--- src/rtl/sboot_pkg.sv ---
package sboot_pkg;

   localparam int unsigned N_STAGE = 3;
   localparam int unsigned STG_W   = 2;

   typedef enum logic [1:0] {
      RES_NONE = 2'b00,
      RES_PASS = 2'b01,
      RES_FAIL = 2'b10,
      RES_TMO  = 2'b11
   } stage_res_e;

   typedef enum logic [2:0] {
      S_IDLE,
      S_GO,
      S_WAIT,
      S_OK,
      S_FAIL
   } seq_st_e;

endpackage

--- src/rtl/sboot_wdog.sv ---
module sboot_wdog #(
   parameter int unsigned LIMIT = 1000
) (
   input  logic clk,
   input  logic rst_n,
   input  logic run,
   output logic expired
);
   localparam int unsigned CW = $clog2(LIMIT + 1);

   logic [CW-1:0] cnt_q;

   always_ff @(posedge clk) begin
      if (!rst_n)      cnt_q <= '0;
      else if (!run)   cnt_q <= '0;
      else if (!expired) cnt_q <= cnt_q + CW'(1);
   end

   assign expired = run && (cnt_q == CW'(LIMIT - 1));
endmodule

--- src/rtl/sboot_log.sv ---
module sboot_log
   import sboot_pkg::*;
#(
   parameter int unsigned N = N_STAGE
) (
   input  logic           clk,
   input  logic           rst_n,
   input  logic           clr,
   input  logic           we,
   input  logic [STG_W-1:0] idx,
   input  stage_res_e     val,
   output logic [2*N-1:0] log_o
);
   for (genvar i = 0; i < N; i++) begin : g_field
      logic [1:0] fld_q;
      always_ff @(posedge clk) begin
         if (!rst_n)                            fld_q <= RES_NONE;
         else if (clr)                          fld_q <= RES_NONE;
         else if (we && idx == STG_W'(i))       fld_q <= val;
      end
      assign log_o[2*i +: 2] = fld_q;
   end
endmodule

--- src/rtl/sboot_gate.sv ---
module sboot_gate
   import sboot_pkg::*;
#(
   parameter int unsigned ADDR_W      = 24,
   parameter int unsigned DIGEST_W    = 256,
   parameter int unsigned WDOG_CYCLES = 1000,
   parameter int unsigned N_SUPPLY    = 4,
   parameter logic [ADDR_W-1:0] SIG_ADDR = 24'h0F_F000,
   parameter logic [ADDR_W-1:0] IMG_BASE = 24'h00_0000,
   parameter logic [ADDR_W-1:0] IMG_LEN  = 24'h0F_0000
) (
   input  logic                clk,
   input  logic                rst_n,
   input  logic                cfg_cut_supply,
   input  logic                cfg_led_en,
   input  logic                recheck,
   output logic                sig_start,
   output logic [ADDR_W-1:0]   sig_addr,
   input  logic                sig_done,
   input  logic                sig_pass,
   output logic                hash_start,
   output logic [ADDR_W-1:0]   img_base,
   output logic [ADDR_W-1:0]   img_len,
   input  logic                hash_done,
   input  logic [DIGEST_W-1:0] hash_digest,
   input  logic [DIGEST_W-1:0] ref_digest,
   output logic                dec_start,
   input  logic                dec_done,
   input  logic                dec_pass,
   output logic                host_rst_n,
   output logic                dec_route_en,
   output logic [N_STAGE-1:0]  led_stage,
   output logic [N_SUPPLY-1:0] supply_en,
   output logic [2*N_STAGE-1:0] status_log
);
   localparam logic [STG_W-1:0] LAST_STG = STG_W'(N_STAGE - 1);

   // elaboration-time parameter checks
   if (WDOG_CYCLES < 2) begin : g_bad_wdog
      $error("WDOG_CYCLES must be at least 2");
   end
   if (N_SUPPLY < 1) begin : g_bad_sup
      $error("N_SUPPLY must be at least 1");
   end
   if (DIGEST_W % 8 != 0) begin : g_bad_dig
      $error("DIGEST_W must be a whole number of bytes");
   end

   seq_st_e          st_q, st_d;
   logic [STG_W-1:0] stg_q, stg_d;
   logic             log_we, log_clr, wd_exp;
   stage_res_e       log_val;
   logic [N_STAGE-1:0] done_v, pass_v, start_v;

   assign done_v = {dec_done, hash_done, sig_done};
   assign pass_v = {dec_pass, (hash_digest == ref_digest), sig_pass};

   always_comb begin
      st_d    = st_q;
      stg_d   = stg_q;
      log_we  = 1'b0;
      log_clr = 1'b0;
      log_val = RES_NONE;
      unique case (st_q)
         S_IDLE: begin
            st_d  = S_GO;
            stg_d = '0;
         end
         S_GO: st_d = S_WAIT;
         S_WAIT: begin
            if (done_v[stg_q]) begin
               log_we = 1'b1;
               if (pass_v[stg_q]) begin
                  log_val = RES_PASS;
                  if (stg_q == LAST_STG) st_d = S_OK;
                  else begin
                     stg_d = stg_q + STG_W'(1);
                     st_d  = S_GO;
                  end
               end else begin
                  log_val = RES_FAIL;
                  st_d    = S_FAIL;
               end
            end else if (wd_exp) begin
               log_we  = 1'b1;
               log_val = RES_TMO;
               st_d    = S_FAIL;
            end
         end
         S_OK: begin
            if (recheck) begin
               log_clr = 1'b1;
               stg_d   = '0;
               st_d    = S_GO;
            end
         end
         S_FAIL: st_d = S_FAIL;
         default: st_d = S_FAIL;
      endcase
   end

   always_ff @(posedge clk) begin
      if (!rst_n) begin
         st_q  <= S_IDLE;
         stg_q <= '0;
      end else begin
         st_q  <= st_d;
         stg_q <= stg_d;
      end
   end

   sboot_wdog #(.LIMIT(WDOG_CYCLES)) u_wdog (
      .clk     (clk),
      .rst_n   (rst_n),
      .run     (st_q == S_WAIT),
      .expired (wd_exp)
   );

   sboot_log #(.N(N_STAGE)) u_log (
      .clk   (clk),
      .rst_n (rst_n),
      .clr   (log_clr),
      .we    (log_we),
      .idx   (stg_q),
      .val   (log_val),
      .log_o (status_log)
   );

   for (genvar i = 0; i < N_STAGE; i++) begin : g_stage
      assign start_v[i]   = (st_q == S_GO) && (stg_q == STG_W'(i));
      assign led_stage[i] = cfg_led_en && (status_log[2*i +: 2] == RES_PASS);
   end

   assign sig_start    = start_v[0];
   assign hash_start   = start_v[1];
   assign dec_start    = start_v[2];
   assign sig_addr     = SIG_ADDR;
   assign img_base     = IMG_BASE;
   assign img_len      = IMG_LEN;
   assign host_rst_n   = (st_q == S_OK);
   assign dec_route_en = (st_q == S_OK);
   assign supply_en    = (st_q == S_FAIL && cfg_cut_supply) ? '0 : '1;
endmodule

--- config.mk ---
export PLATFORM = sky130hd
export DESIGN_NAME = sboot_gate
export DESIGN_NICKNAME = d
export VERILOG_FILES = /design/src/rtl/sboot_pkg.sv /design/src/rtl/sboot_wdog.sv /design/src/rtl/sboot_log.sv /design/src/rtl/sboot_gate.sv
export SDC_FILE = /design/constraint.sdc
export NUM_CORES = 1
export LEC_CHECK = 0
export BUFFER_PORTS_ARGS = -buffer_cell sky130_fd_sc_hd__buf_2
export CAP_MARGIN = 20
export CORE_AREA = 2 2 240 242
export CTS_CLUSTER_SIZE = 30
export DETAILED_ROUTE_END_ITERATION = 16
export DIE_AREA = 0 0 242 244
export SLEW_MARGIN = 30
export SYNTH_ARGS = -nofsm -noshare
export SYNTH_HDL_FRONTEND = slang
export SYNTH_SLANG_ARGS = --single-unit
--- constraint.sdc ---
create_clock -name clk -period 6.9 [get_ports clk]
set_clock_uncertainty 0.1 [all_clocks]
set_input_delay 1.035 -clock clk [delete_from_list [all_inputs] [get_ports clk]]
set_output_delay 1.035 -clock clk [all_outputs]
set_load 0.01 [all_outputs]
# == Yosys cells after proc, flatten, opt, wreduce, memory -nomap -nowiden ==
# Index checks and enable logic that the tools add are counted.
# Widths: inputs -> output; s select.
# totals
output_inout_bits,90
input_bits,522
register_bits,21
# classes
reduce_logical,18
n_addsub,2
n_lt_le_gt_ge,1
muxes,25
bitwise_logic,1
eq_ne,16
# op_table
cell,count
$eq 256x256->1,1
$mux 2,9
$mux 3,4
$pmux 3 s4,1
$logic_and 1x1->1,11
$add 10x1->10 const B,1
$eq 10x10->1 const B,1
$eq 2x1->1 const B,4
$ne 2x2->1 const B,4
$mux 1,7
$eq 3x2->1 const B,2
$pmux 2 s3,1
$reduce_and 5->1,1
$bmux 1 s2,2
$mux 4,1
$reduce_and 2->1,2
$eq 3x1->1 const B,1
$eq 3x3->1 const B,1
$logic_not 3->1,1
$lt 2x3->1 const B,1
$ne 3x3->1 const B,1
$reduce_bool 3->1,1
$add 2x1->2 const B,1
$eq 2x2->1 const B,1
3 further kinds,3

# == Depth between registers and ports, before layout ==
# Gate-level depths: netlist of the first run.
# logic_depth
word_depth,6
mapped_depth,9
ltp_nobuf,9

# == Cells and area by module ==
# A second synthesis of the first run with hierarchy kept.
# unflattened
cells_unflattened,678
hier_area_um2,5101.1
# by_module_without_submodules
module,area_per_inst_um2,seq_area_each_um2,cells_per_inst,n_inst
sboot_gate,4349.2,100.1,600,1
sboot_wdog,478.0,200.2,54,1
sboot_log,274.0,120.1,24,1

# == Worst setup path after synthesis of the first run ==
# Ideal clock, no wire load.
# synth_timing
path_kind,input -> register
start,input port hash_digest[154]
end,register st_q[0]
setup_ns,0.100
path_buffers,0
arrival_time_ns,3.396
slack_ns,3.304
t_required_ns,6.700
path_stages,9
cell_sequence,nor2b_1 a2111o_1 a2111oi_2 nand4_1 or4_1 o41ai_2 and2_4 nor2_4 a2111oi_4
# synth_between
elab_chain_len,6
# synth_rtl
item,line,text
start: declaration,sboot_gate.sv:25,"input logic [DIGEST_W-1:0] hash_digest,"
$eq 256x256->1,sboot_gate.sv:56,"assign pass_v = {dec_pass, (hash_digest == ref_digest), sig_pass};"
$bmux 1 s2,sboot_gate.sv:73,if (pass_v[stg_q]) begin
$mux 1 (implied by the code),sboot_gate.sv:73,
$mux 3,sboot_gate.sv:73,
$mux 3,sboot_gate.sv:71,if (done_v[stg_q]) begin
$pmux 3 s4,sboot_gate.sv:64,unique case (st_q)
end signal: assignment,sboot_gate.sv:107,st_q <= st_d;
end: declaration,sboot_gate.sv:49,"seq_st_e st_q, st_d;"
# Every way passes these cells. The select of a mux whose other input is x is not followed.
# A chain may end at the register's enable or synchronous reset.

# == Worst setup path after layout of the first run ==
# layout_timing
start,input port ref_digest[119]
end,register st_q[0]
# layout_between
elab_chain_len,6
# layout_rtl
item,line,text
start: declaration,sboot_gate.sv:26,"input logic [DIGEST_W-1:0] ref_digest,"
$eq 256x256->1,sboot_gate.sv:56,
$bmux 1 s2,sboot_gate.sv:73,
$mux 1 (implied by the code),sboot_gate.sv:73,
$mux 3,sboot_gate.sv:73,
$mux 3,sboot_gate.sv:71,
$pmux 3 s4,sboot_gate.sv:64,
# Every way passes these cells. The select of a mux whose other input is x is not followed.

==> impl_table.tex, run 1 <==
\begin{tabular}{lr}
\hline
Metric & Value \\
\hline
\multicolumn{2}{l}{\textbf{Power and ir drop}} \\
\quad Maximum vdd ir drop & 0.06830 mV \\
\quad Leakage power & 0.004131 µW \\
\quad PwrDens & 84.54 nW/µm² \\
\quad Design Power & 717.8 µW \\
\multicolumn{2}{l}{\textbf{Critical path}} \\
\quad Logic depth of the worst register-to-register path & 9 \\
\quad Arrival time at the worst endpoint & 4480 ps \\
\quad Type of the worst setup path & in2reg \\
\quad Crit path buf inv count & 2 \\
\quad Slowest library cell on the worst path & sky130\_fd\_sc\_hd\_\_nor4\_2 \\
\quad Max FO, Critical Path & 6 \\
\quad Ordered list of cells on the worst path & buf\_2 > inv\_1 > o221ai\_1 > nor4\_2 > nand4\_1 > or4\_1 > o41ai\_2 > and2\_4 > nor2\_4 > a2111oi\_4 \\
\quad Worst Setup End Kind & flop \\
\quad Startpoint Class & primary input \\
\quad Logic depth of the worst path, buffers included & 10 \\
\quad Data required time of the critical path & 6950 ps \\
\quad Delay of the slowest cell on the worst path & around 750 ps \\
\quad Top cell family by delay on the critical path & simple AND/OR/NAND/NOR gates \\
\multicolumn{2}{l}{\textbf{Clocking}} \\
\quad CTS resizes & 0 \\
\quad Number of sinks on the clock net & 21 \\
\quad CTS tree & yes \\
\quad Post-cts hold buffer count & 0 \\
\quad Clock insertion delay at the later pin of the skew report & approximately 250 ps \\
\quad Root Buffer & sky130\_fd\_sc\_hd\_\_clkbuf\_16 \\
\quad Clock transition at the register clock pins on the worst setup and hold paths after CTS & 60 ps \\
\quad H-tree level count & 1 \\
\quad Number of buffers added for setup after CTS & 0 \\
\quad Number of CTS-inserted buffers & 3 \\
\quad Number of buffers on the longest clock path & 2 \\
\multicolumn{2}{l}{\textbf{Die}} \\
\quad Cell row count & 87 \\
\quad Die Span X & 242 µm \\
\quad Initial Util & 8.924\% \\
\quad Die area & 59050 µm² \\
\quad Standard cell core area & 56170 µm² \\
\quad Overall die height & 244 µm \\
\quad Ports placed on the boundary & between 600 and 700 \\
\multicolumn{2}{l}{\textbf{STA}} \\
\quad Minimum hold slack & $\sim$420 ps \\
\quad Transition time at the pin with the least slew margin & 836.0 ps \\
\quad Max Clock Freq & 0.2261 GHz \\
\quad Hold Fails Final Rpt & 0 \\
\quad Max-slew violation total from the final report & 0 \\
\quad Unrepaired setup endpoints after global routing & no \\
\quad Setup ws final & about 2500 ps \\
\quad Remaining max-slew budget at the tightest pin & 44.27\% \\
\quad Aggregate negative setup slack & 0 ps \\
\quad Setup violators final & 0 \\
\quad Final clock period utilization by the worst path & 64.10\% \\
\quad Period minus WS final & 4423 ps \\
\multicolumn{2}{l}{\textbf{Run}} \\
\quad Maximum capacitance violations & 0 \\
\multicolumn{2}{l}{\textbf{Global routing}} \\
\quad First-pass GRT wire length & roughly 52 mm \\
\quad Antenna violations before repair & 27 \\
\quad Maximum number of pins on one net before global-route repair & 14 \\
\quad Global-route usage over all layers & 12.95\% \\
\quad Vias in the first global route & 6872 \\
\quad Remaining global-route overflow & 0 \\
\multicolumn{2}{l}{\textbf{Synthesis}} \\
\quad Sequential-to-total area share from yosys stat & 8.387\% \\
\quad Syn Std Cell Area & 5012 µm² \\
\quad Distinct cell type count after synthesis & 54 \\
\quad Post-synthesis cell count & approximately 700 \\
\quad Avg Synthesized Cell Area & 7.275 µm² \\
\quad Fraction of registers with async set/reset & 0\% \\
\quad Count of warnings emitted by yosys & 0 \\
\quad Share of Yosys cell area claimed by the top area cell type & between 10\% and 20\% \\
\quad Top cell type by total area after synthesis & sky130\_fd\_sc\_hd\_\_xnor2\_1 \\
\quad Number of synthesized register bits & 21 \\
\quad Number of enable-type register cells in the synthesized netlist & 0 \\
\quad Primary flip-flop cell chosen by synthesis mapping & sky130\_fd\_sc\_hd\_\_dfxtp\_1 \\
\quad Area contributors post-synth & sky130\_fd\_sc\_hd\_\_xnor2\_1 (14\%), sky130\_fd\_sc\_hd\_\_buf\_4 (12\%), sky130\_fd\_sc\_hd\_\_xor2\_1 (10\%) \\
\multicolumn{2}{l}{\textbf{Layout}} \\
\quad Most frequent standard cell in the layout excluding fill and tap cells & sky130\_fd\_sc\_hd\_\_buf\_2 \\
\quad Most frequent cells in the layout & sky130\_fd\_sc\_hd\_\_buf\_2 (541), sky130\_fd\_sc\_hd\_\_inv\_1 (93), sky130\_fd\_sc\_hd\_\_xnor2\_1 (81), sky130\_fd\_sc\_hd\_\_conb\_1 (72), sky130\_fd\_sc\_hd\_\_xor2\_1 (58) \\
\quad Proportion of layout cells with a drive suffix above 1 & 45.97\% \\
\quad Filler Cell Count & approximately 6600 \\
\quad Number of nets at the end of the flow & 1754 \\
\quad Area Overhead vs Synth & 69.40\% \\
\multicolumn{2}{l}{\textbf{Routing}} \\
\quad Detailed Route WL & between 40 and 50 mm \\
\quad Via count & roughly 7000 \\
\quad Via-to-Cell Ratio & 3.428 \\
\quad DRC violations left & 0 \\
\quad Number of violations reported at the end of detailed-routing iteration 0 & between 200 and 250 \\
\quad Detailed-route wire length per cell & 20.36 µm \\
\quad Count of TritonRoute iterations in the first routing pass & 4 \\
\quad Final antenna-violating net count & 0 \\
\multicolumn{2}{l}{\textbf{Min path}} \\
\quad Worst hold path depth & 2 \\
\quad Worst Hold Class & reg2reg \\
\multicolumn{2}{l}{\textbf{Placed design}} \\
\quad Placement-stage worst setup slack & 2041 ps \\
\quad Half-perimeter wire length after placement & 38.78 mm \\
\quad Global placement routability congestion & 0.9044 \\
\quad Buffers added on ports & 539 \\
\multicolumn{2}{l}{\textbf{Outcome}} \\
\quad Run status & complete, no violations \\
\hline
\end{tabular}
tightest hold or removal path, delay by kind of cell (launching register included):
kind / cells / cell delay, ps
XOR/XNOR: 1 / 70
flip-flops: 1 / 340
AND/OR/NAND/NOR: 1 / 70
final timing paths:
check                        from  slack, ps              end
setup / recovery  ref_digest[119]       2480          st_q[0]
hold / removal    u_wdog.cnt_q[8]        420  u_wdog.cnt_q[8]
setup reg to reg         stg_q[1]       3270          st_q[0]
hold reg to reg   u_wdog.cnt_q[8]        420  u_wdog.cnt_q[8]
routing by layer:
metal / global-route usage, % / vias up / routed length, µm
met5: 0 / - / 62
met4: 2.578 / 10 / 877
met3: 2.788 / 40 / 2917
met2: 22.75 / 397 / 19200
met1: 16.23 / 3035 / 17550
li1: - / 3354 / -
through the flow:
| step | utilization (%) | std cells | instance area [µm²] |
|---|---|---|---|
| global placement | 14.86 | 1976 | 8347 |
| CTS | 15.07 | 1983 | 8463 |
| finish | 15.12 | 1994 | 8491 |
| detailed placement | 14.93 | 1979 | 8384 |
| global route | 15.09 | 1989 | 8478 |
| floorplan | - | 759 | 5275 |
cells by family (layout without fill, tap and decap cells):
family	count (synthesis)	count (layout)	share of synthesized area, %
other cells	2	83	0.1498
compound gates	114	114	18.87
simple gates	230	230	27.21
xor+xnor	139	139	24.29
fa+ha+maj	4	4	0.9985
mux	5	5	1.023
flops	21	21	8.387
buf+inv	174	642	19.07
Yosys cell counts (13+ instances only):
cell / n
sky130_fd_sc_hd__dfxtp_1: 21
sky130_fd_sc_hd__a2111o_1: 13
sky130_fd_sc_hd__nand2_1: 15
sky130_fd_sc_hd__xor2_1: 58
sky130_fd_sc_hd__buf_4: 77
sky130_fd_sc_hd__nor4_1: 30
sky130_fd_sc_hd__nand2b_1: 51
sky130_fd_sc_hd__inv_1: 93
sky130_fd_sc_hd__o2111ai_1: 18
sky130_fd_sc_hd__nor2b_1: 50
sky130_fd_sc_hd__nand4_1: 31
sky130_fd_sc_hd__nor2_1: 23
sky130_fd_sc_hd__xnor2_1: 81
sky130_fd_sc_hd__o22ai_1: 26
flip-flops by register name, summed over array words and instances, names as in the netlist:
register	count
stg_q	2
u_log.g_field.fld_q	6
u_wdog.cnt_q	10
st_q	3
final cells by class:
type	count	area [µm²]	area share, %
tap	756	945.9	11.14
timing repair buffer	545	2738	32.24
clock buffer	4	78.83	0.9284
sequential	21	420.4	4.951
multi-input combinational	564	3931	46.30
inverter	93	349.1	4.111
antenna	11	27.53	0.3242
power by group:
part | switching (µW) | internal [µW] | total [µW] | leakage [µW]
sequential | 9.27 | 125 | 134 | 0.000170
combinational | 246 | 216 | 462 | 0.00392
clock | 42.9 | 78.7 | 122 | 0.0000382
total | 298 | 420 | 718 | 0.00413
(Power assumes the default switching activity.)
==> inputs of run 2 (changes only) <==
--- a/config.mk
+++ b/config.mk
@@ -7,10 +7,10 @@
 export LEC_CHECK = 0
 export BUFFER_PORTS_ARGS = -buffer_cell sky130_fd_sc_hd__buf_2
 export CAP_MARGIN = 20
-export CORE_AREA = 2 2 240 242
+export CORE_AREA = 2 2 236 238
 export CTS_CLUSTER_SIZE = 30
 export DETAILED_ROUTE_END_ITERATION = 16
-export DIE_AREA = 0 0 242 244
+export DIE_AREA = 0 0 238 240
 export SLEW_MARGIN = 30
 export SYNTH_ARGS = -nofsm -noshare
 export SYNTH_HDL_FRONTEND = slang
==> constraint.sdc (replaced) <==
create_clock -name clk -period 4.36 [get_ports clk]
set_clock_uncertainty 0.1 [all_clocks]
set_input_delay 0.654 -clock clk [delete_from_list [all_inputs] [get_ports clk]]
set_output_delay 0.654 -clock clk [all_outputs]
set_load 0.01 [all_outputs]
==> run 2 against run 1 <==
Routed wire length down 3.9%. Critical path type unchanged. Clock-buffer cell count down 1. First-iteration DRC count up 21%. Worst setup slack worse by 2000 ps. Clock power up 59%. Non-clock buffer count up 11. Sequential share of layout area about the same. Hold slack better by 4.8 ps. Cell area down 0.31%. Largest cell class unchanged. Utilization up 0.37 points. Critical path depth unchanged. Largest power group unchanged.
==> impl_table.tex, run 2 (synthesis results as in run 1) <==
\begin{tabular}{lr}
\hline
Metric & Value \\
\hline
\multicolumn{2}{l}{\textbf{STA}} \\
\quad Unrepaired setup endpoints after global routing & no \\
\quad Final clock period utilization by the worst path & $\sim$90\% \\
\quad Remaining max-slew budget at the tightest pin & 37.85\% (-6.4 points) \\
\quad Max Clock Freq & 0.2553 GHz \\
\quad Period minus WS final & between 3000 and 4000 ps \\
\quad Max-slew violation total from the final report & 0 (unchanged) \\
\quad Setup violators final & 0 (unchanged) \\
\quad Hold Fails Final Rpt & 0 (unchanged) \\
\quad Transition time at the pin with the least slew margin & 923.8 ps (+87.79 ps) \\
\multicolumn{2}{l}{\textbf{Clocking}} \\
\quad Number of buffers on the longest clock path & 2 (unchanged) \\
\quad Clock insertion delay at the later pin of the skew report & 250 ps (about the same) \\
\quad Number of CTS-inserted buffers & 3 (unchanged) \\
\quad Number of sinks on the clock net & 21 (unchanged) \\
\quad CTS resizes & 0 (unchanged) \\
\quad Number of buffers added for setup after CTS & 0 (unchanged) \\
\quad Root Buffer & sky130\_fd\_sc\_hd\_\_clkbuf\_16 \\
\quad H-tree level count & 1 (unchanged) \\
\quad Clock transition at the register clock pins on the worst setup and hold paths after CTS & 60 ps (about the same) \\
\quad CTS tree & yes \\
\quad Post-cts hold buffer count & 0 (unchanged) \\
\multicolumn{2}{l}{\textbf{Die}} \\
\quad Overall die height & 240 µm (-1.6\%) \\
\quad Die Span X & 238 µm (-1.7\%) \\
\quad Ports placed on the boundary & 612 (unchanged) \\
\quad Standard cell core area & 54660 µm² (-2.7\%) \\
\quad Initial Util & 9.170\% (+0.25 points) \\
\quad Die area & 57120 µm² (-3.3\%) \\
\quad Cell row count & 86 (-1.1\%) \\
\multicolumn{2}{l}{\textbf{Layout}} \\
\quad Number of nets at the end of the flow & 1765 (+0.63\%) \\
\quad Proportion of layout cells with a drive suffix above 1 & 46.12\% (+0.16 points) \\
\quad Register with the most flip-flops & u\_wdog.cnt\_q \\
\quad Leading registers by flop count & u\_wdog.cnt\_q (10), u\_log.g\_field.fld\_q (6), st\_q (3) \\
\quad Final standard cell area without fillers & 8464 µm² (-0.31\%) \\
\quad Area Overhead vs Synth & 68.87\% \\
\quad Final standard cell utilization of the core & 15.48\% (+0.37 points) \\
\quad Most frequent cells in the layout & sky130\_fd\_sc\_hd\_\_buf\_2 (539), sky130\_fd\_sc\_hd\_\_inv\_1 (93), sky130\_fd\_sc\_hd\_\_xnor2\_1 (81), sky130\_fd\_sc\_hd\_\_conb\_1 (72), sky130\_fd\_sc\_hd\_\_xor2\_1 (58) \\
\quad Most frequent standard cell in the layout excluding fill and tap cells & sky130\_fd\_sc\_hd\_\_buf\_2 \\
\quad Max reg flops & 10 (unchanged) \\
\multicolumn{2}{l}{\textbf{Routing}} \\
\quad Number of violations reported at the end of detailed-routing iteration 0 & 254 (+21\%) \\
\quad Detailed-route wire length per cell & 20.05 µm (-1.5\%) \\
\quad Final antenna-violating net count & 0 (unchanged) \\
\quad Detailed Route WL & 39.02 mm (-3.9\%) \\
\quad Via count & 6889 (+0.78\%) \\
\quad Via-to-Cell Ratio & 3.540 (+3.3\%) \\
\quad DRC violations left & 0 (unchanged) \\
\quad Count of TritonRoute iterations in the first routing pass & 4 (unchanged) \\
\multicolumn{2}{l}{\textbf{Outcome}} \\
\quad Run status & complete, no violations \\
\multicolumn{2}{l}{\textbf{Placed design}} \\
\quad Post-Place Cell Area & 8374 µm² (-0.12\%) \\
\quad Global placement routability congestion & 0.8664 (-4.2\%) \\
\quad Buffers added on ports & 539 (unchanged) \\
\quad Half-perimeter wire length after placement & 37.27 mm (-3.9\%) \\
\multicolumn{2}{l}{\textbf{Min path}} \\
\quad Hold-critical path endpoint & u\_wdog.cnt\_q[9] \\
\quad Worst Hold Class & reg2reg \\
\quad Worst hold path depth & 2 (unchanged) \\
\quad Startpoint of the tightest hold check path & u\_wdog.cnt\_q[9] \\
\multicolumn{2}{l}{\textbf{Critical path}} \\
\quad Worst Setup End Kind & flop \\
\quad Max FO, Critical Path & 6 (unchanged) \\
\quad Startpoint Class & primary input \\
\quad Data required time of the critical path & 4410 ps (-2540 ps) \\
\quad Logic depth of the worst register-to-register path & 10 (+1) \\
\quad Type of the worst setup path & in2reg \\
\quad Setup slack, reg-to-reg & 990 ps (-2280 ps) \\
\quad Endpoint of the lowest-slack register-to-register path & st\_q[0] \\
\quad Reg2Reg Launch Point & stg\_q[1] \\
\quad Arrival time at the worst endpoint & 3970 ps (-510 ps) \\
\multicolumn{2}{l}{\textbf{Global routing}} \\
\quad Busiest layer in global routing & met2 \\
\quad Maximum number of pins on one net before global-route repair & 14 (unchanged) \\
\quad Global-route usage over all layers & 12.80\% (-0.14 points) \\
\quad Remaining global-route overflow & 0 (unchanged) \\
\quad First-pass GRT wire length & 49.36 mm (-5.5\%) \\
\quad Antenna violations before repair & 18 (-33\%) \\
\quad Global-route met1 utilization & 16.28\% (+0.050 points) \\
\quad Met3 Use GR & 2.181\% (-0.61 points) \\
\quad GR Util met2 & 22.56\% (-0.19 points) \\
\quad Vias in the first global route & 6860 (-0.17\%) \\
\multicolumn{2}{l}{\textbf{Power and ir drop}} \\
\quad Leakage power & 0.004190 µW (+1.4\%) \\
\quad Maximum vdd ir drop & 0.1309 mV (+92\%) \\
\quad PwrDens & 134.6 nW/µm² (+59\%) \\
\multicolumn{2}{l}{\textbf{Run}} \\
\quad Maximum capacitance violations & 0 (unchanged) \\
\hline
\end{tabular}
[run 2: cell types whose count changed in the layout (fill, tap and decap cells not counted), moves of 2 or more]
| cell | before | now |
|---|---|---|
| sky130_fd_sc_hd__nor4_1 | 27 | 30 |
| sky130_fd_sc_hd__diode_2 | 11 | 4 |
| sky130_fd_sc_hd__a2111oi_0 | 3 | 5 |
| sky130_fd_sc_hd__buf_4 | 4 | 17 |
| sky130_fd_sc_hd__nor4_2 | 3 | 0 |
| sky130_fd_sc_hd__buf_2 | 541 | 539 |
[run 2: critical path: stages]
cell                        delay, ps
sky130_fd_sc_hd__buf_2            110
sky130_fd_sc_hd__nor2b_1          120
sky130_fd_sc_hd__a2111o_1         430
sky130_fd_sc_hd__nor4_1           640
sky130_fd_sc_hd__nand4_1          260
sky130_fd_sc_hd__or4_1            540
sky130_fd_sc_hd__o41ai_2          540
sky130_fd_sc_hd__and2_4           280
sky130_fd_sc_hd__nor2_4            40
sky130_fd_sc_hd__a2111oi_4        340
[run 2: per-stage QoR]
| stage | setup TNS [ps] | total power [µW] | hold WS (ps) | instances | worst slack (ps) |
|---|---|---|---|---|---|
| after global routing | 0 | 1226 | 465.6 | 1945 | 266.4 |
| final | 0 | 1140 | 420.9 | 1946 | 443.0 |
| after global placement | -5.769 | 960.6 | 393.0 | 1938 | -5.769 |
| after floorplan | 0 | 554.9 | 371.1 | 759 | 1145 |
| after detailed placement | 0 | 964.9 | 403.4 | 1938 | 15.21 |
| after CTS | 0 | 1164 | 421.5 | 1942 | 277.0 |
[run 2: cell type report]
class	count	area, µm²
clock inverters	1	5.005
multi-input cells	564	3899
flip-flops and latches	21	420.4
well taps	704	880.8
fillers	6380	46200
repair buffers	556	2825
diodes	4	10.01
clock buffers	3	75.07
inverters	93	349.1
[run 2: worst max path at each step]
stage	depth (start not counted)	start	to
global route	11	hash_digest[25]	st_q[0]
CTS	10	hash_digest[154]	st_q[0]
floorplan	9	hash_digest[154]	st_q[0]
detailed placement	10	hash_digest[154]	st_q[0]
global placement	10	hash_digest[154]	st_q[0]
finish	10	ref_digest[59]	st_q[0]
[run 2: power by group]
part | leakage [µW] | total (µW) | internal [µW] | switching (µW)
combinational | 0.00398 | 732 | 345 | 388
sequential | 0.000170 | 213 | 198 | 14.7
clock | 0.0000409 | 194 | 123 | 71.2
total | 0.00419 | 1140 | 666 | 474
[run 2: metal layers]
metal	share of wire (%)	vias to the layer above	routed length, µm
li1	-	3364	-
met1	44	3089	17070
met2	47	390	18420
met3	6.8	36	2656
met4	2.1	10	809
met5	0.17	-	68
==> inputs of run 3 (changes only) <==
--- a/config.mk
+++ b/config.mk
@@ -7,11 +7,12 @@
 export LEC_CHECK = 0
 export BUFFER_PORTS_ARGS = -buffer_cell sky130_fd_sc_hd__buf_2
 export CAP_MARGIN = 20
-export CORE_AREA = 2 2 236 238
+export CORE_AREA = 2 2 238 240
 export CTS_CLUSTER_SIZE = 30
 export DETAILED_ROUTE_END_ITERATION = 16
-export DIE_AREA = 0 0 238 240
+export DIE_AREA = 0 0 240 242
 export SLEW_MARGIN = 30
 export SYNTH_ARGS = -nofsm -noshare
 export SYNTH_HDL_FRONTEND = slang
+export SYNTH_HIERARCHICAL = 1
 export SYNTH_SLANG_ARGS = --single-unit
==> run 3 against run 2 <==
Clock-buffer cell count grew 1. Hold slack lost 28 ps. Sequential share of layout area shrank 0.065 points. Via count grew 0.20%. Cell area grew 1.3%. Routed wire length grew 4.8%. Sequential power shrank 5%. Total power shrank 4.7%. Largest cell class unchanged.
==> impl_table.tex, run 3 <==
\begin{tabular}{lr}
\hline
Metric & Value \\
\hline
\multicolumn{2}{l}{\textbf{Power and ir drop}} \\
\quad Share of power burned in combinational logic & 63.3\% (-1.0 points) \\
\quad Switching power as a share of total power & 39.03\% (-2.5 points) \\
\quad Reported net switching power & 423.8 µW (-11\%) \\
\quad Power share of the sequential group & 18.7\% (about the same) \\
\quad PwrDens & 126.6 nW/µm² (-6.0\%) \\
\quad Leakage power & 0.003932 µW (-6.2\%) \\
\quad Maximum vdd ir drop & 0.1506 mV (+15\%) \\
\quad P\_int & 662.0 µW (-0.57\%) \\
\quad Clock power frac & 18.0\% (+0.9 points) \\
\multicolumn{2}{l}{\textbf{STA}} \\
\quad Hold Fails Final Rpt & 0 (unchanged) \\
\quad Final clock period utilization by the worst path & 81.51\% (-8.3 points) \\
\quad Period minus WS final & 3554 ps (-363.3 ps) \\
\quad Unrepaired setup endpoints after global routing & no \\
\quad Max Clock Freq & 0.2814 GHz (+10\%) \\
\quad Max-slew violation total from the final report & 0 (unchanged) \\
\quad Transition time at the pin with the least slew margin & 955.3 ps (+31.58 ps) \\
\quad Remaining max-slew budget at the tightest pin & 35.72\% (-2.1 points) \\
\quad Aggregate negative setup slack & 0 ps (unchanged) \\
\quad Setup ws final & 806.4 ps (+363.3 ps) \\
\quad Setup violators final & 0 (unchanged) \\
\multicolumn{2}{l}{\textbf{Clocking}} \\
\quad CTS resizes & 0 (unchanged) \\
\quad Number of CTS-inserted buffers & 3 (unchanged) \\
\quad CTS tree & yes \\
\quad Post-cts hold buffer count & 0 (unchanged) \\
\quad Root Buffer & sky130\_fd\_sc\_hd\_\_clkbuf\_16 \\
\quad H-tree level count & 1 (unchanged) \\
\quad Number of buffers added for setup after CTS & 0 (unchanged) \\
\quad Number of buffers on the longest clock path & 2 (unchanged) \\
\quad Clock insertion delay at the later pin of the skew report & 250 ps (about the same) \\
\quad Clock transition at the register clock pins on the worst setup and hold paths after CTS & 60 ps (about the same) \\
\quad Number of sinks on the clock net & 21 (unchanged) \\
\multicolumn{2}{l}{\textbf{Die}} \\
\quad Ports placed on the boundary & 612 (unchanged) \\
\quad Cell row count & 87 (+1.2\%) \\
\quad Die area & 58080 µm² (+1.7\%) \\
\quad Standard cell core area & 55730 µm² (+2.0\%) \\
\quad Die Span X & 240 µm (+0.84\%) \\
\quad Initial Util & 9.153\% (-0.017 points) \\
\quad Overall die height & 242 µm (+0.83\%) \\
\multicolumn{2}{l}{\textbf{Critical path}} \\
\quad Data required time of the critical path & 4400 ps (about the same) \\
\quad Top cell family by delay on the critical path & simple AND/OR/NAND/NOR gates \\
\quad Crit path buf inv count & 2 (+1) \\
\quad Type of the worst setup path & in2reg \\
\quad Worst Setup End Kind & flop \\
\quad Arrival time at the worst endpoint & 3590 ps (-380 ps) \\
\quad Startpoint Class & primary input \\
\quad Ordered list of cells on the worst path & buf\_2 > nor2b\_1 > a2111o\_1 > nor4\_1 > nand4\_1 > nor4\_2 > buf\_4 > a31oi\_1 > and2\_4 > nand3b\_1 > mux2i\_1 \\
\quad Delay of the slowest cell on the worst path & 840 ps (+200 ps) \\
\quad Slowest library cell on the worst path & sky130\_fd\_sc\_hd\_\_nor4\_1 \\
\quad Max FO, Critical Path & 5 (-1) \\
\multicolumn{2}{l}{\textbf{Synthesis}} \\
\quad Distinct cell type count after synthesis & 53 (-1.9\%) \\
\quad Sequential-to-total area share from yosys stat & 8.241\% (-0.15 points) \\
\quad Count of warnings emitted by yosys & 6 (+6) \\
\quad Synthesized-area fraction occupied by xor and xnor cells & 26.27\% (+2.0 points) \\
\quad Share of synthesized cell area in full adder, half adder and majority cells & 0.9811\% (-0.017 points) \\
\quad Number of synthesized register bits & 21 (unchanged) \\
\quad Top cell type by total area after synthesis & sky130\_fd\_sc\_hd\_\_xnor2\_1 \\
\quad Area share of and/or/nand/nor cells after synthesis & 31.71\% (+4.5 points) \\
\quad Area contributors post-synth & sky130\_fd\_sc\_hd\_\_xnor2\_1 (25\%), sky130\_fd\_sc\_hd\_\_buf\_4 (11\%), sky130\_fd\_sc\_hd\_\_dfxtp\_1 (8.2\%) \\
\quad Syn Std Cell Area & 5101 µm² (+1.8\%) \\
\quad Share of Yosys cell area claimed by the top area cell type & 24.55\% (+10 points) \\
\quad Proportion of synthesized area in mux cells & 1.766\% (+0.74 points) \\
\quad Number of enable-type register cells in the synthesized netlist & 0 (unchanged) \\
\quad Dominant cell by count in the synthesized netlist & sky130\_fd\_sc\_hd\_\_xnor2\_1 \\
\quad Fraction of registers with async set/reset & 0\% (unchanged) \\
\quad Combinational family with the most area after synthesis & simple AND/OR/NAND/NOR gates \\
\quad Top post-synthesis cells by count & sky130\_fd\_sc\_hd\_\_xnor2\_1 (143), sky130\_fd\_sc\_hd\_\_buf\_4 (76), sky130\_fd\_sc\_hd\_\_inv\_1 (62), sky130\_fd\_sc\_hd\_\_nor2b\_1 (62), sky130\_fd\_sc\_hd\_\_nand2b\_1 (50) \\
\quad Post-synthesis cell count & 678 (-1.6\%) \\
\quad Avg Synthesized Cell Area & 7.524 µm² (+3.4\%) \\
\quad Primary flip-flop cell chosen by synthesis mapping & sky130\_fd\_sc\_hd\_\_dfxtp\_1 \\
\quad Compound-gate portion of the synthesized area & 14.89\% (-4.0 points) \\
\multicolumn{2}{l}{\textbf{Placed design}} \\
\quad Placement-stage worst setup slack & 332.2 ps (+317.0 ps) \\
\quad Global placement routability congestion & 0.9516 (+9.8\%) \\
\quad Half-perimeter wire length after placement & 38.69 mm (+3.8\%) \\
\quad Buffers added on ports & 539 (unchanged) \\
\quad Post-placement cell count & 1970 (+1.7\%) \\
\multicolumn{2}{l}{\textbf{Global routing}} \\
\quad Antenna violations before repair & 31 (+13) \\
\quad Vias in the first global route & 6858 (-0.029\%) \\
\quad First-pass GRT wire length & 51.02 mm (+3.4\%) \\
\quad Global-route usage over all layers & 13.02\% (+0.22 points) \\
\quad Maximum number of pins on one net before global-route repair & 18 (+4) \\
\quad Remaining global-route overflow & 0 (unchanged) \\
\multicolumn{2}{l}{\textbf{Layout}} \\
\quad Leading registers by flop count & u\_wdog/cnt\_q (10), u\_log/g\_field.fld\_q (6), st\_q (3) \\
\quad Final cell count without fillers & 1983 (+1.9\%) \\
\quad Register with the most flip-flops & u\_wdog/cnt\_q \\
\quad Most frequent cells in the layout & sky130\_fd\_sc\_hd\_\_buf\_2 (539), sky130\_fd\_sc\_hd\_\_xnor2\_1 (143), sky130\_fd\_sc\_hd\_\_conb\_1 (72), sky130\_fd\_sc\_hd\_\_inv\_1 (62), sky130\_fd\_sc\_hd\_\_nor2b\_1 (62) \\
\quad Proportion of layout cells with a drive suffix above 1 & 46.14\% (about the same) \\
\quad Max reg flops & 10 (unchanged) \\
\quad Most frequent standard cell in the layout excluding fill and tap cells & sky130\_fd\_sc\_hd\_\_buf\_2 \\
\quad Area Overhead vs Synth & 68.14\% \\
\quad Number of nets at the end of the flow & 1745 (-1.1\%) \\
\multicolumn{2}{l}{\textbf{Routing}} \\
\quad Count of TritonRoute iterations in the first routing pass & 5 (+1) \\
\quad Detailed Route WL & 40.89 mm (+4.8\%) \\
\quad Via count & 6903 (+0.20\%) \\
\quad Number of violations reported at the end of detailed-routing iteration 0 & 264 (+3.9\%) \\
\quad Final antenna-violating net count & 0 (unchanged) \\
\quad DRC violations left & 0 (unchanged) \\
\quad Via-to-Cell Ratio & 3.481 (-1.7\%) \\
\quad Detailed-route wire length per cell & 20.62 µm (+2.8\%) \\
\multicolumn{2}{l}{\textbf{Run}} \\
\quad Maximum capacitance violations & 0 (unchanged) \\
\multicolumn{2}{l}{\textbf{Min path}} \\
\quad Worst Hold Class & reg2reg \\
\multicolumn{2}{l}{\textbf{Outcome}} \\
\quad Run status & complete, no violations \\
\hline
\end{tabular}
run 3: cell types whose count changed in the layout (fill, tap and decap cells not counted), moves of 12 or more:
cell,previous run,this run
sky130_fd_sc_hd__xnor2_1,81,143
sky130_fd_sc_hd__xor2_1,58,10
sky130_fd_sc_hd__inv_1,93,62
sky130_fd_sc_hd__nand4_1,31,43
sky130_fd_sc_hd__nor2b_1,50,62
sky130_fd_sc_hd__o22ai_1,26,14
run 3: path summary, 6_finish.rpt:
path	startpoint	end	slack, ps	cells past startpoint
setup / recovery	hash_digest[90]	u_log/g_field[1].fld_q[1]	810	11
hold / removal	u_wdog/cnt_q[9]	u_wdog/cnt_q[9]	390	2
setup reg to reg	stg_q[0]	u_log/g_field[1].fld_q[1]	1390	8
hold reg to reg	u_wdog/cnt_q[9]	u_wdog/cnt_q[9]	390	2
run 3: logic make-up after synthesis:
logic type / after synthesis
simple gates: 257
xor+xnor: 153
buf+inv: 141
compound gates: 91
flops: 21
mux: 9
fa+ha+maj: 4
other cells: 2
run 3: worst register-to-register path, cell delays in order (launching register included):
cell,delay (ps)
sky130_fd_sc_hd__dfxtp_1,570
sky130_fd_sc_hd__o2111ai_1,350
sky130_fd_sc_hd__nor4_1,450
sky130_fd_sc_hd__nand4_1,160
sky130_fd_sc_hd__nor4_2,470
sky130_fd_sc_hd__a31oi_1,290
sky130_fd_sc_hd__and2_4,230
sky130_fd_sc_hd__nand3b_1,130
sky130_fd_sc_hd__mux2i_1,90
run 3: routing by layer:
metal	global-route usage, %	share of wire (%)	wire length, µm
met1	15.40	41	16790
met2	24.11	48	19830
met3	2.951	8.3	3376
met4	1.863	1.9	778
met5	0	0.29	119
run 3: power by group through the flow:
stage	registers, µW	logic (µW)	clock network [µW]
2_1_floorplan	202	336	0
6_report	203	687	195
5_1_grt	204	751	207
3_3_place_gp	207	692	0
4_1_cts	203	700	199
3_5_place_dp	207	697	0
run 3: layout make-up:
| cell class | count | area (µm²) |
|---|---|---|
| fillers | 6565 | 47160 |
| multi-input cells | 586 | 4134 |
| repair buffers | 545 | 2743 |
| well taps | 756 | 945.9 |
| flip-flops and latches | 21 | 420.4 |
| inverters | 62 | 232.7 |
| clock buffers | 4 | 78.83 |
| diodes | 9 | 22.52 |
run 3: through the flow:
stage,hold slack [ps],util [%],cell area (µm²),power [µW]
after floorplan,351.8,-,5364,537.5
after global placement,379.7,15.21,8476,899.0
after detailed placement,377.3,15.21,8476,903.7
after CTS,389.7,15.35,8554,1102
after global routing,430.2,15.38,8572,1163
final,392.6,15.39,8577,1086
